==> src/rtl/rtc_alarm_match.sv <==
module rtc_alarm_match #(
  parameter int SEC_MAX  = 59,
  parameter int HOUR_MAX = 23,
  parameter int DAY_MIN  = 1,
  parameter int DAY_MAX  = 31
) (
  input  logic       clk,
  input  logic       rst_n,
  input  logic       wr_en,
  input  logic [1:0] wr_sel,
  input  logic [7:0] wr_data,
  input  logic       tick,
  input  logic [7:0] cur_sec,
  input  logic [7:0] cur_min,
  input  logic [7:0] cur_hour,
  input  logic [7:0] cur_day,
  output logic       irq
);

  localparam logic [1:0] SEL_SEC  = 2'd0;
  localparam logic [1:0] SEL_MIN  = 2'd1;
  localparam logic [1:0] SEL_HOUR = 2'd2;
  localparam logic [1:0] SEL_DAY  = 2'd3;

  logic [7:0] a_sec, a_min, a_hour, a_day;
  logic       wr_ok;
  logic [3:0] flags;
  logic       use_day, use_hour, use_min, use_sec;
  logic       hit;

  function automatic int bcd_val(input logic [6:0] b);
    return int'(b[6:4]) * 10 + int'(b[3:0]);
  endfunction

  function automatic logic bcd_in(input logic [6:0] b, input int lo, input int hi);
    return (b[3:0] <= 4'd9) && (bcd_val(b) >= lo) && (bcd_val(b) <= hi);
  endfunction

  always_comb begin
    case (wr_sel)
      SEL_SEC, SEL_MIN: wr_ok = bcd_in(wr_data[6:0], 0, SEC_MAX);
      SEL_HOUR:         wr_ok = bcd_in({1'b0, wr_data[5:0]}, 0, HOUR_MAX);
      default:          wr_ok = bcd_in({1'b0, wr_data[5:0]}, DAY_MIN, DAY_MAX);
    endcase
  end

  always_ff @(posedge clk) begin
    if (!rst_n) begin
      a_sec  <= '0;
      a_min  <= '0;
      a_hour <= '0;
      a_day  <= '0;
    end else if (wr_en && wr_ok) begin
      case (wr_sel)
        SEL_SEC:  a_sec  <= wr_data;
        SEL_MIN:  a_min  <= wr_data;
        SEL_HOUR: a_hour <= wr_data;
        default:  a_day  <= wr_data;
      endcase
    end
  end

  assign flags    = {a_day[7], a_hour[7], a_min[7], a_sec[7]};
  assign use_day  = (flags == 4'b0000);
  assign use_hour = use_day  | (flags == 4'b1000);
  assign use_min  = use_hour | (flags == 4'b1100);
  assign use_sec  = use_min  | (flags == 4'b1110);

  assign hit = (!use_sec  || a_sec[6:0]  == cur_sec[6:0])
            && (!use_min  || a_min[6:0]  == cur_min[6:0])
            && (!use_hour || a_hour[5:0] == cur_hour[5:0])
            && (!use_day  || a_day[5:0]  == cur_day[5:0]);

  always_ff @(posedge clk) begin
    if (!rst_n) irq <= 1'b0;
    else        irq <= tick & hit;
  end

endmodule

==> config.mk <==
export PLATFORM = sky130hd
export DESIGN_NAME = rtc_alarm_match
export DESIGN_NICKNAME = d
export VERILOG_FILES = /design/src/rtl/rtc_alarm_match.sv
export SDC_FILE = /design/constraint.sdc
export NUM_CORES = 1
export LEC_CHECK = 0
export ABC_AREA = 1
export BUFFER_PORTS_ARGS = -buffer_cell sky130_fd_sc_hd__buf_2
export CELL_PAD_IN_SITES_DETAIL_PLACEMENT = 1
export CELL_PAD_IN_SITES_GLOBAL_PLACEMENT = 1
export CORE_ASPECT_RATIO = 0.9
export CORE_MARGIN = 1.5
export CORE_UTILIZATION = 37
export DETAILED_ROUTE_END_ITERATION = 10
export PLACE_DENSITY = 0.9
export SKIP_LAST_GASP = 1
export SLEW_MARGIN = 20
export SYNTH_ARGS = -nofsm -noshare
export SYNTH_HDL_FRONTEND = slang
export SYNTH_SLANG_ARGS = --single-unit
==> constraint.sdc <==
create_clock -name clk -period 2.7 [get_ports clk]
set_input_delay 0.81 -clock clk [delete_from_list [all_inputs] [get_ports clk]]
set_output_delay 0.81 -clock clk [all_outputs]
set_load 0.03 [all_outputs]
# After elaboration in Yosys (flattened, before gate mapping)

Index checks and enable logic that the tools add are counted.

Register bits after elaboration: 33
Output and inout bits: 1
Logic and storage cells: 57

Add/sub/neg operators: 2
Multiply operators: 2
Order comparisons: 7
Equal/unequal tests: 9
Multiplexer cells: 1
Bitwise logic cells: 5
Reductions and logical operators: 26

Operators with widths:

| cell                  | number |
|---|---|
| $ge A32 B1 Y1 const B | 2 |
| $ge A32 B2 Y1 const B | 1 |
| $le A32 B6 Y1 const B | 1 |
| $eq A7 B7 Y1          | 2 |
| $eq A4 B4 Y1 const B  | 3 |
| $eq A6 B6 Y1          | 2 |
| $logic_and A1 B1 Y1   | 10 |
| $add A7 B4 Y8         | 1 |
| $le A8 B6 Y1 const B  | 1 |
| $reduce_and A2 Y1     | 4 |
| $add A6 B4 Y7         | 1 |
| $le A7 B5 Y1 const B  | 1 |
| $mul A3 B3 Y6 const B | 1 |
| $mul A2 B3 Y5 const B | 1 |
| $le A4 B4 Y1 const B  | 1 |
| $logic_not A1 Y1      | 4 |
| $logic_not A4 Y1      | 1 |
| $logic_or A1 B1 Y1    | 4 |
| $or A1 B1 Y1          | 3 |
| $reduce_or A3 Y1      | 1 |
| $eq A2 B1 Y1 const B  | 1 |
| $eq A2 B2 Y1 const B  | 1 |
| $logic_not A2 Y1      | 1 |
| $pmux W1 S2           | 1 |
| other kinds (3)       | 3 |

# Longest topological paths before layout

Gate-level depths: netlist of the first run.

Word-level depth: 10
Gate-level depth with buffers: 16
Gate-level depth less buffers: 16

# Least setup slack after synthesis of the first run

Ideal clock, no wire load.

Kind: input to register
Start: in wr_data[1]
End: reg a_min[0]
Library setup time: 64 ps
Data arrival time: 2436 ps
Required time: 2636 ps
Setup slack: 200 ps
Stages on the path: 15
Cells stage by stage: ha_1 -> fa_1 -> inv_1 -> nor2_1 -> nand2_1 -> nand2_1 -> nand2_1 -> nand2_1 -> nand2_1 -> nand2_1 -> nand3_4 -> buf_4 -> nand4_1 -> nand2_1 -> nor2_1

Cells in the longest elaborated chain, start to end: 7
Elaborated cells on any way between the ends: 18

RTL lines:

| element                                        | RTL line | text |
|---|---|---|
| start, declared                                | 11       | `input logic [7:0] wr_data,` |
| $add A7 B4 Y8 or $add A6 B4 Y7 (tied branches) | 32       | `return int'(b[6:4]) * 10 + int'(b[3:0]);` |
| $ge A32 B1 Y1 or $ge A32 B2 Y1 (tied branches) | 36       | `return (b[3:0] <= 4'd9) && (bcd_val(b) >= lo) && (bcd_val(b) <= hi);` |
| $logic_and A1 B1 Y1 (2 in a row)               | 36       |  |
| $pmux W1 S2 (*)                                | 40       | `case (wr_sel)` |
| $logic_and A1 B1 Y1 (*)                        | 53       | `end else if (wr_en && wr_ok) begin` |
| $reduce_and A2 Y1 (no line) (*)                | n/a      |  |
| end signal, assigned                           | 56       | `SEL_MIN: a_min <= wr_data;` |
| end, declared                                  | 25       | `logic [7:0] a_sec, a_min, a_hour, a_day;` |

Every way passes the cells marked *; elsewhere a longest branch is shown, timed or not.
A chain may end at the register's enable or synchronous reset.

# Final worst setup path of the first run

Start: in wr_data[1]
End: reg a_sec[2]

Cells in the longest elaborated chain, start to end: 7
Elaborated cells on any way between the ends: 18

RTL lines:

| element                                        | RTL line | text |
|---|---|---|
| $add A7 B4 Y8 or $add A6 B4 Y7 (tied branches) | 32       |  |
| $ge A32 B1 Y1 or $ge A32 B2 Y1 (tied branches) | 36       |  |
| $logic_and A1 B1 Y1 (2 in a row)               | 36       |  |
| $pmux W1 S2 (*)                                | 40       |  |
| $logic_and A1 B1 Y1 (*)                        | 53       |  |
| $reduce_and A2 Y1 (no line) (*)                | n/a      |  |
| end signal, assigned                           | 55       | `SEL_SEC: a_sec <= wr_data;` |
| end, declared                                  | 25       |  |

Marks and branches as above.

==> impl_metrics.yaml, run 1 <==
layout:
  fin_util: 0.489
  nNetsFinal: 471
  drive_gt1_frac: 0.213
  syn_to_final_growth_pct: 26.7
  antenna_cells: 0
timing:
  setup_violations: 0
  drv_slew: 0
  hold_viol: 0
  worst_pin_slew_ps: 623
  period_needed_ps: 2600
  clock.fmax_mhz: 385
  setup_slack_ps: 99.9
  skew_ps: 7.81
  fin_crit_sh: 0.963
  slew_headroom: 0.583
hold_path:
  hp-start: "a_sec[4]$_SDFFE_PN0P_"
  min_path_type: "reg2reg"
  min_to: "a_sec[4]$_SDFFE_PN0P_"
  hold_path_depth: 4
clocking:
  clkTransAtPathRegs_ps: 70
  cts_buffers: 5
  cts_num_sinks: 31
  cts-root-buf: "clkbuf_8"
  cts_tree: "done"
  ctsHoldBuffers: 0
  cts_max_path_buffers: 2
  clock_latency_ps: 290
  htreeDepth: 2
  cts_setup_buffers: 0
global_route:
  gr-usage-met3: 0.0401
  antenna_found_initial: 0
  grt_use_total: 0.220
  grt_overflow: 0
  grt_first_pass_wirelength_um: 11500
  gr-usage-met2: 0.400
  use_met1: 0.255
  top_usage_layer: "met2"
  grt_max_degree: 35
  grt_pass1_vias: 2549
power:
  internal_power_mw: 0.820
  worst_ir_drop_vdd_uv: 217
  leakage_nw: 1.45
  powerDensity_nw_per_um2: 438
  p_seq_frac: 0.397
  power.switching_mw: 0.397
  p_comb_frac: 0.291
  switching_share: 0.326
  power.share.clock: 0.311
yosys:
  synthArstFlopShare: 0
  ys_types: 26
  synthCells: 360
  muxShareOfSynthArea: 0
  synth.avg_cell_area_sq_um: 6.10
  synth_flop_cell: "dfxtp_1"
  synthXorXnorAreaFrac: 0.0558
  synth-edff-count: 0
  ys_seq_area_frac: 0.282
  ys_ff_latch: 31
  yosysWarnings: 0
  synth_top_family_by_area: "simple AND/OR/NAND/NOR gates"
  synth_area_sq_um: 2200
  synth-adder-area-share: 0.0490
  synth-simple-area-share: 0.403
  synth_compound_area_frac: 0.0490
  synthesis.nets: 414
setup_path:
  worst_setup_path_start_kind: "primary input"
  worstPathMaxFanout: 8
  max_stage_delay_ps: 410
  arrival_ps: 2820
  crit_slowest_cell: "fa_2"
  required_ps: 2920
  path_buf_inv: 3
  r2r-end: "irq$_SDFF_PN0_"
  crit-reg2reg-launch: "a_min[2]$_SDFFE_PN0P_"
  rrSetupSlack_ps: 1330
  worst-setup-path-type: "in2reg"
  end_kind: "flip-flop"
  cp_cell_sequence: "buf_2 > ha_4 > fa_2 > nand2_1 > inv_1 > nor2_1 > nor2_1 > nand2_1 > nand3_2 > nand3_4 > nand3_2 > nand2_1 > inv_1 > nor2_1"
  crit_family: "simple AND/OR/NAND/NOR gates"
  rr_worst_depth: 7
floorplan:
  fp.dieH_um: 76.1
  start_util: 0.386
  num_rows: 26
  dieArea_sq_um: 6410
  num_io_pins: 47
  die_x_um: 84.2
  coreArea_sq_um: 5690
run:
  drv_cap: 0
detailed_routing:
  wirelength_um: 6820
  ant_nets: 0
  num_vias: 2422
  drt_iter0_markers: 158
  dr.pass1.iters: 4
  wl_per_cell_um: 14.0
  drc_errors: 0
  viasPerCell: 4.97
run_status:
  outcome: "completed"
place:
  pre_cts_ws_ps: -352
  port_buffers: 40
  dp_hpwl_um: 4810
  gp_congestion: 0.797
-- worst register-to-register path, delay by kind of cell, from the launching register on --
| kind | cells | cell delay (ps) |
|---|---|---|
| flops | 1 | 330 |
| simple gates | 6 | 810 |
| xor+xnor | 1 | 170 |
-- state kept, by name (all words and copies together), names as in the netlist --
signal and cells:
a_day 7, a_hour 7, irq 1, a_min 8, a_sec 8
-- metal layers --
metal  wire length (um)  share of wire  up-vias
met5                  0              0        -
met4                163          0.024        0
met3                319          0.047       15
met2               3530           0.52       66
met1               2810           0.41     1109
li1                   -              -     1232
-- cell families (layout without fill, tap and decap cells) --
logic type	after synthesis	after routing
buf+inv	91	146
fa+ha+maj	8	8
simple gates	199	201
flops	31	31
xor+xnor	14	14
compound gates	17	17
-- placed cells by master (no fill, tap or decap) --
master / count
xor2_1: 6
a211oi_1: 1
o2111a_1: 1
buf_12: 1
o22ai_1: 3
buf_6: 4
nor4_1: 2
buf_2: 39
xnor2_1: 8
a21oi_1: 4
nor2_1: 47
a21boi_2: 1
o21ai_1: 2
inv_2: 6
ha_4: 2
dfxtp_1: 31
clkbuf_8: 6
nand3_4: 4
nand2_4: 1
nor2_2: 3
fa_2: 1
buf_4: 13
nand2_1: 97
clkinv_2: 1
nand4_1: 32
nand2_2: 2
o21ai_0: 4
ha_1: 5
inv_1: 76
nand3_2: 5
nand3_1: 8
a221oi_1: 1
-- worst max-delay path by stage --
| stage | cells past startpoint | startpoint | to | slack, ps |
|---|---|---|---|---|
| after global placement | 16 | wr_data[1] | a_min[6]$_SDFFE_PN0P_ | -230 |
| after global routing | 16 | wr_data[1] | a_min[7]$_SDFFE_PN0P_ | -3 |
| final | 14 | wr_data[1] | a_sec[2]$_SDFFE_PN0P_ | 100 |
| after CTS | 12 | wr_data[1] | a_min[3]$_SDFFE_PN0P_ | 20 |
| after detailed placement | 16 | wr_data[1] | a_min[3]$_SDFFE_PN0P_ | -350 |
| after floorplan | 15 | wr_data[1] | a_min[0]$_SDFFE_PN0P_ | 200 |
-- area by class of cell --
class,instances,area [sq um]
clock buffer,6,82.6
clock inverter,1,5.00
fill,799,2910
inverter,82,308
multi-input combinational,240,1320
sequential,31,621
tap,70,87.6
timing repair buffer,57,358
-- power by group through the flow --
stage                     sequential (mW)  clock, mW  combinational (mW)
final                               0.484      0.379               0.355
after global routing                0.486      0.410               0.396
after CTS                           0.484      0.385               0.327
after detailed placement            0.494          0               0.311
after global placement              0.493          0               0.292
after floorplan                     0.492          0               0.197
-- cell usage after synthesis (2+ instances only) --
cell type,count,area [sq um]
a21oi_1,4,20.0
buf_1,3,11.3
buf_4,3,22.5
clkbuf_1,3,11.3
dfxtp_1,31,621
ha_1,7,87.6
inv_1,77,289
inv_2,5,18.8
nand2_1,100,375
nand3_1,10,50.1
nand3_2,4,40.0
nand4_1,32,200
nor2_1,49,184
nor4_1,2,12.5
o21ai_0,4,20.0
o21ai_1,2,10.0
o22ai_1,3,18.8
xnor2_1,8,70.1
xor2_1,6,52.6
-- what timing repair did --
item,in CTS,in global routing
cloned,2,0
gates resized for setup,4,18
pin swaps,0,10
setup endpoints to repair,22,30
-- stage by stage --
stage	hold WS, ps	TNS, ps	cell area [sq um]	std cells	power (mW)
2_1_floorplan	487	0	2200	360	0.689
3_3_place_gp	513	-6210	2580	478	0.785
3_5_place_dp	521	-9190	2580	478	0.805
4_1_cts	532	0	2710	487	1.20
5_1_grt	573	-3.84	2780	487	1.29
6_report	531	0	2780	487	1.22
No activity file was read; power rests on OpenSTA's default activity.
==> inputs of run 2 (changes only) <==
--- a/config.mk
+++ b/config.mk
@@ -14,6 +14,7 @@
 export CORE_UTILIZATION = 37
 export DETAILED_ROUTE_END_ITERATION = 10
 export PLACE_DENSITY = 0.9
+export REMOVE_ABC_BUFFERS = 1
 export SKIP_LAST_GASP = 1
 export SLEW_MARGIN = 20
 export SYNTH_ARGS = -nofsm -noshare
==> run 2 against run 1 <==
  * Die area did not move
  * Critical path type unchanged
  * Worst hold slack got worse by 4.6 ps
  * Worst setup slack better by 7.6 ps
  * Combinational power fell by 1%
  * Sequential share of layout area up 0.10 points
  * Total power shrank 0.81%
  * Core utilization shrank 0.22 points
  * Sequential power about the same
  * Largest cell class unchanged
  * Cell count unchanged
==> impl_metrics.yaml, run 2 (same netlist as run 1, synthesis figures left out) <==
detailed_routing:
  wirelength_um: 6520
  ant_nets: 0
  drc_errors: 0
  wl_per_cell_um: 13.4
  dr.pass1.iters: 4
  drt_iter0_markers: 82
  num_vias: 2401
  viasPerCell: 4.93
floorplan:
  fp.dieH_um: 76.1
  coreArea_sq_um: 5690
  num_io_pins: 47
  dieArea_sq_um: 6410
  die_x_um: 84.2
  num_rows: 26
  start_util: 0.386
clocking:
  cts_num_sinks: 31
  ctsHoldBuffers: 0
  cts_max_path_buffers: 2
  cts_buffers: 5
  cts_tree: "done"
  clkTransAtPathRegs_ps: 70
  cts-root-buf: "clkbuf_8"
  htreeDepth: 2
  clock_latency_ps: 280
place:
  port_buffers: 40
  gp_congestion: 0.784
  dp_hpwl_um: 4700
  placedCellCount: 477
timing:
  drv_slew: 0
  fin_crit_sh: 0.960
  slew_headroom: 0.575
  rsz0062_at_grt: "true"
  period_needed_ps: 2590
  hold_viol: 0
  worst_pin_slew_ps: 636
  skew_ps: 6.20
  clock.fmax_mhz: 386
  setup_violations: 0
setup_path:
  cp_cell_sequence: "buf_8 > ha_4 > fa_2 > inv_2 > nor2_2 > nand2_1 > nand2_1 > nand2_1 > nand2_1 > nand2_1 > nand2_2 > nand3_4 > buf_4 > nand4_1 > nand2_1 > nor2_1"
  worst-setup-path-type: "in2reg"
  worstPathMaxFanout: 6
  crit_slowest_cell: "fa_2"
  rr_worst_depth: 10
  max_stage_delay_ps: 580
  path_buf_inv: 3
  worst_setup_path_start_kind: "primary input"
  crit_family: "simple AND/OR/NAND/NOR gates"
  path_depth: 16
  arrival_ps: 2810
  required_ps: 2920
  crit_top_cell: "nand2_1"
  end_kind: "flip-flop"
run:
  drv_cap: 0
power:
  finalPower_mw: 1.21
  powerDensity_nw_per_um2: 436
  worst_ir_drop_vdd_uv: 206
  leakage_nw: 1.45
layout:
  syn_to_final_growth_pct: 26.1
  nNetsFinal: 471
  antenna_cells: 0
  layoutNonFillerInstCount: 487
  drive_gt1_frac: 0.206
  layout_common_cells: "99 x nand2_1, 76 x inv_1, 48 x nor2_1"
  final_common_cell: "nand2_1"
  largestRegisters: "a_min (8), a_sec (8)"
global_route:
  grt_use_total: 0.206
  grt_first_pass_wirelength_um: 10900
  grt_overflow: 0
  grt_max_degree: 35
  antenna_found_initial: 0
  grt_pass1_vias: 2421
run_status:
  outcome: "completed"
hold_path:
  hold_path_depth: 4
  min_path_type: "reg2reg"
run 2: changes by cell type in the layout (fill, tap and decap cells not counted):
cell,change
nand3_2,-1
nand2_1,+2
buf_8,+1
buf_2,-1
buf_4,+3
nand2_2,-1
nor2_2,-1
nor2_1,+1
buf_6,-2
nand2_4,-1
run 2: power by group:
part	total, mW	switching (mW)	internal, mW
Clock	0.374	0.174	0.200
Combinational	0.351	0.204	0.146
Sequential	0.483	0.00873	0.475
Total	1.21	0.387	0.821
run 2: metal layers:
metal  vias up  wire [um]  track usage
met5         -          0            0
li1       1225          -            -
met2        46       3300        0.363
met4         0         99       0.0443
met3         8        268       0.0379
met1      1122       2850        0.260
run 2: layout make-up:
cell class,count,area [sq um]
clock buffers,6,82.6
clock inverters,1,5.00
fillers,809,2920
inverters,82,308
multi-input cells,239,1300
flip-flops and latches,31,621
well taps,70,87.6
repair buffers,58,368
run 2: worst register-to-register path, delay by kind of cell (launching register included):
kind,cells,cell delay (ps)
AND/OR/NAND/NOR,8,640
flip-flops,1,310
AO/OA/AOI/OAI,1,210
buffers and inverters,1,50
run 2: per-stage QoR:
step / hold slack [ps] / TNS [ps] / utilization / setup slack (ps) / area, sq um
2_1_floorplan: 487 / 0 / - / 31.4 / 2150
3_3_place_gp: 503 / -3310 / 0.452 / -133 / 2570
3_5_place_dp: 522 / -6300 / 0.452 / -254 / 2570
4_1_cts: 533 / 0 / 0.467 / 25.3 / 2660
5_1_grt: 574 / -354 / 0.487 / -57.8 / 2770
6_report: 527 / 0 / 0.487 / 108 / 2770
run 2: path summary, 6_finish.rpt:
path,startpoint,to,slack [ps]
max,wr_data[4],a_hour[0]$_SDFFE_PN0P_,110
min,a_min[2]$_SDFFE_PN0P_,a_min[2]$_SDFFE_PN0P_,530
max reg2reg,a_hour[3]$_SDFFE_PN0P_,irq$_SDFF_PN0_,1440
min reg2reg,a_min[2]$_SDFFE_PN0P_,a_min[2]$_SDFFE_PN0P_,530
run 2: timing repair:
| action | in CTS | in global routing |
|---|---|---|
| gates resized for setup | 0 | 19 |
| buffers inserted | 0 | 2 |
| endpoints found under the setup margin | 0 | 30 |
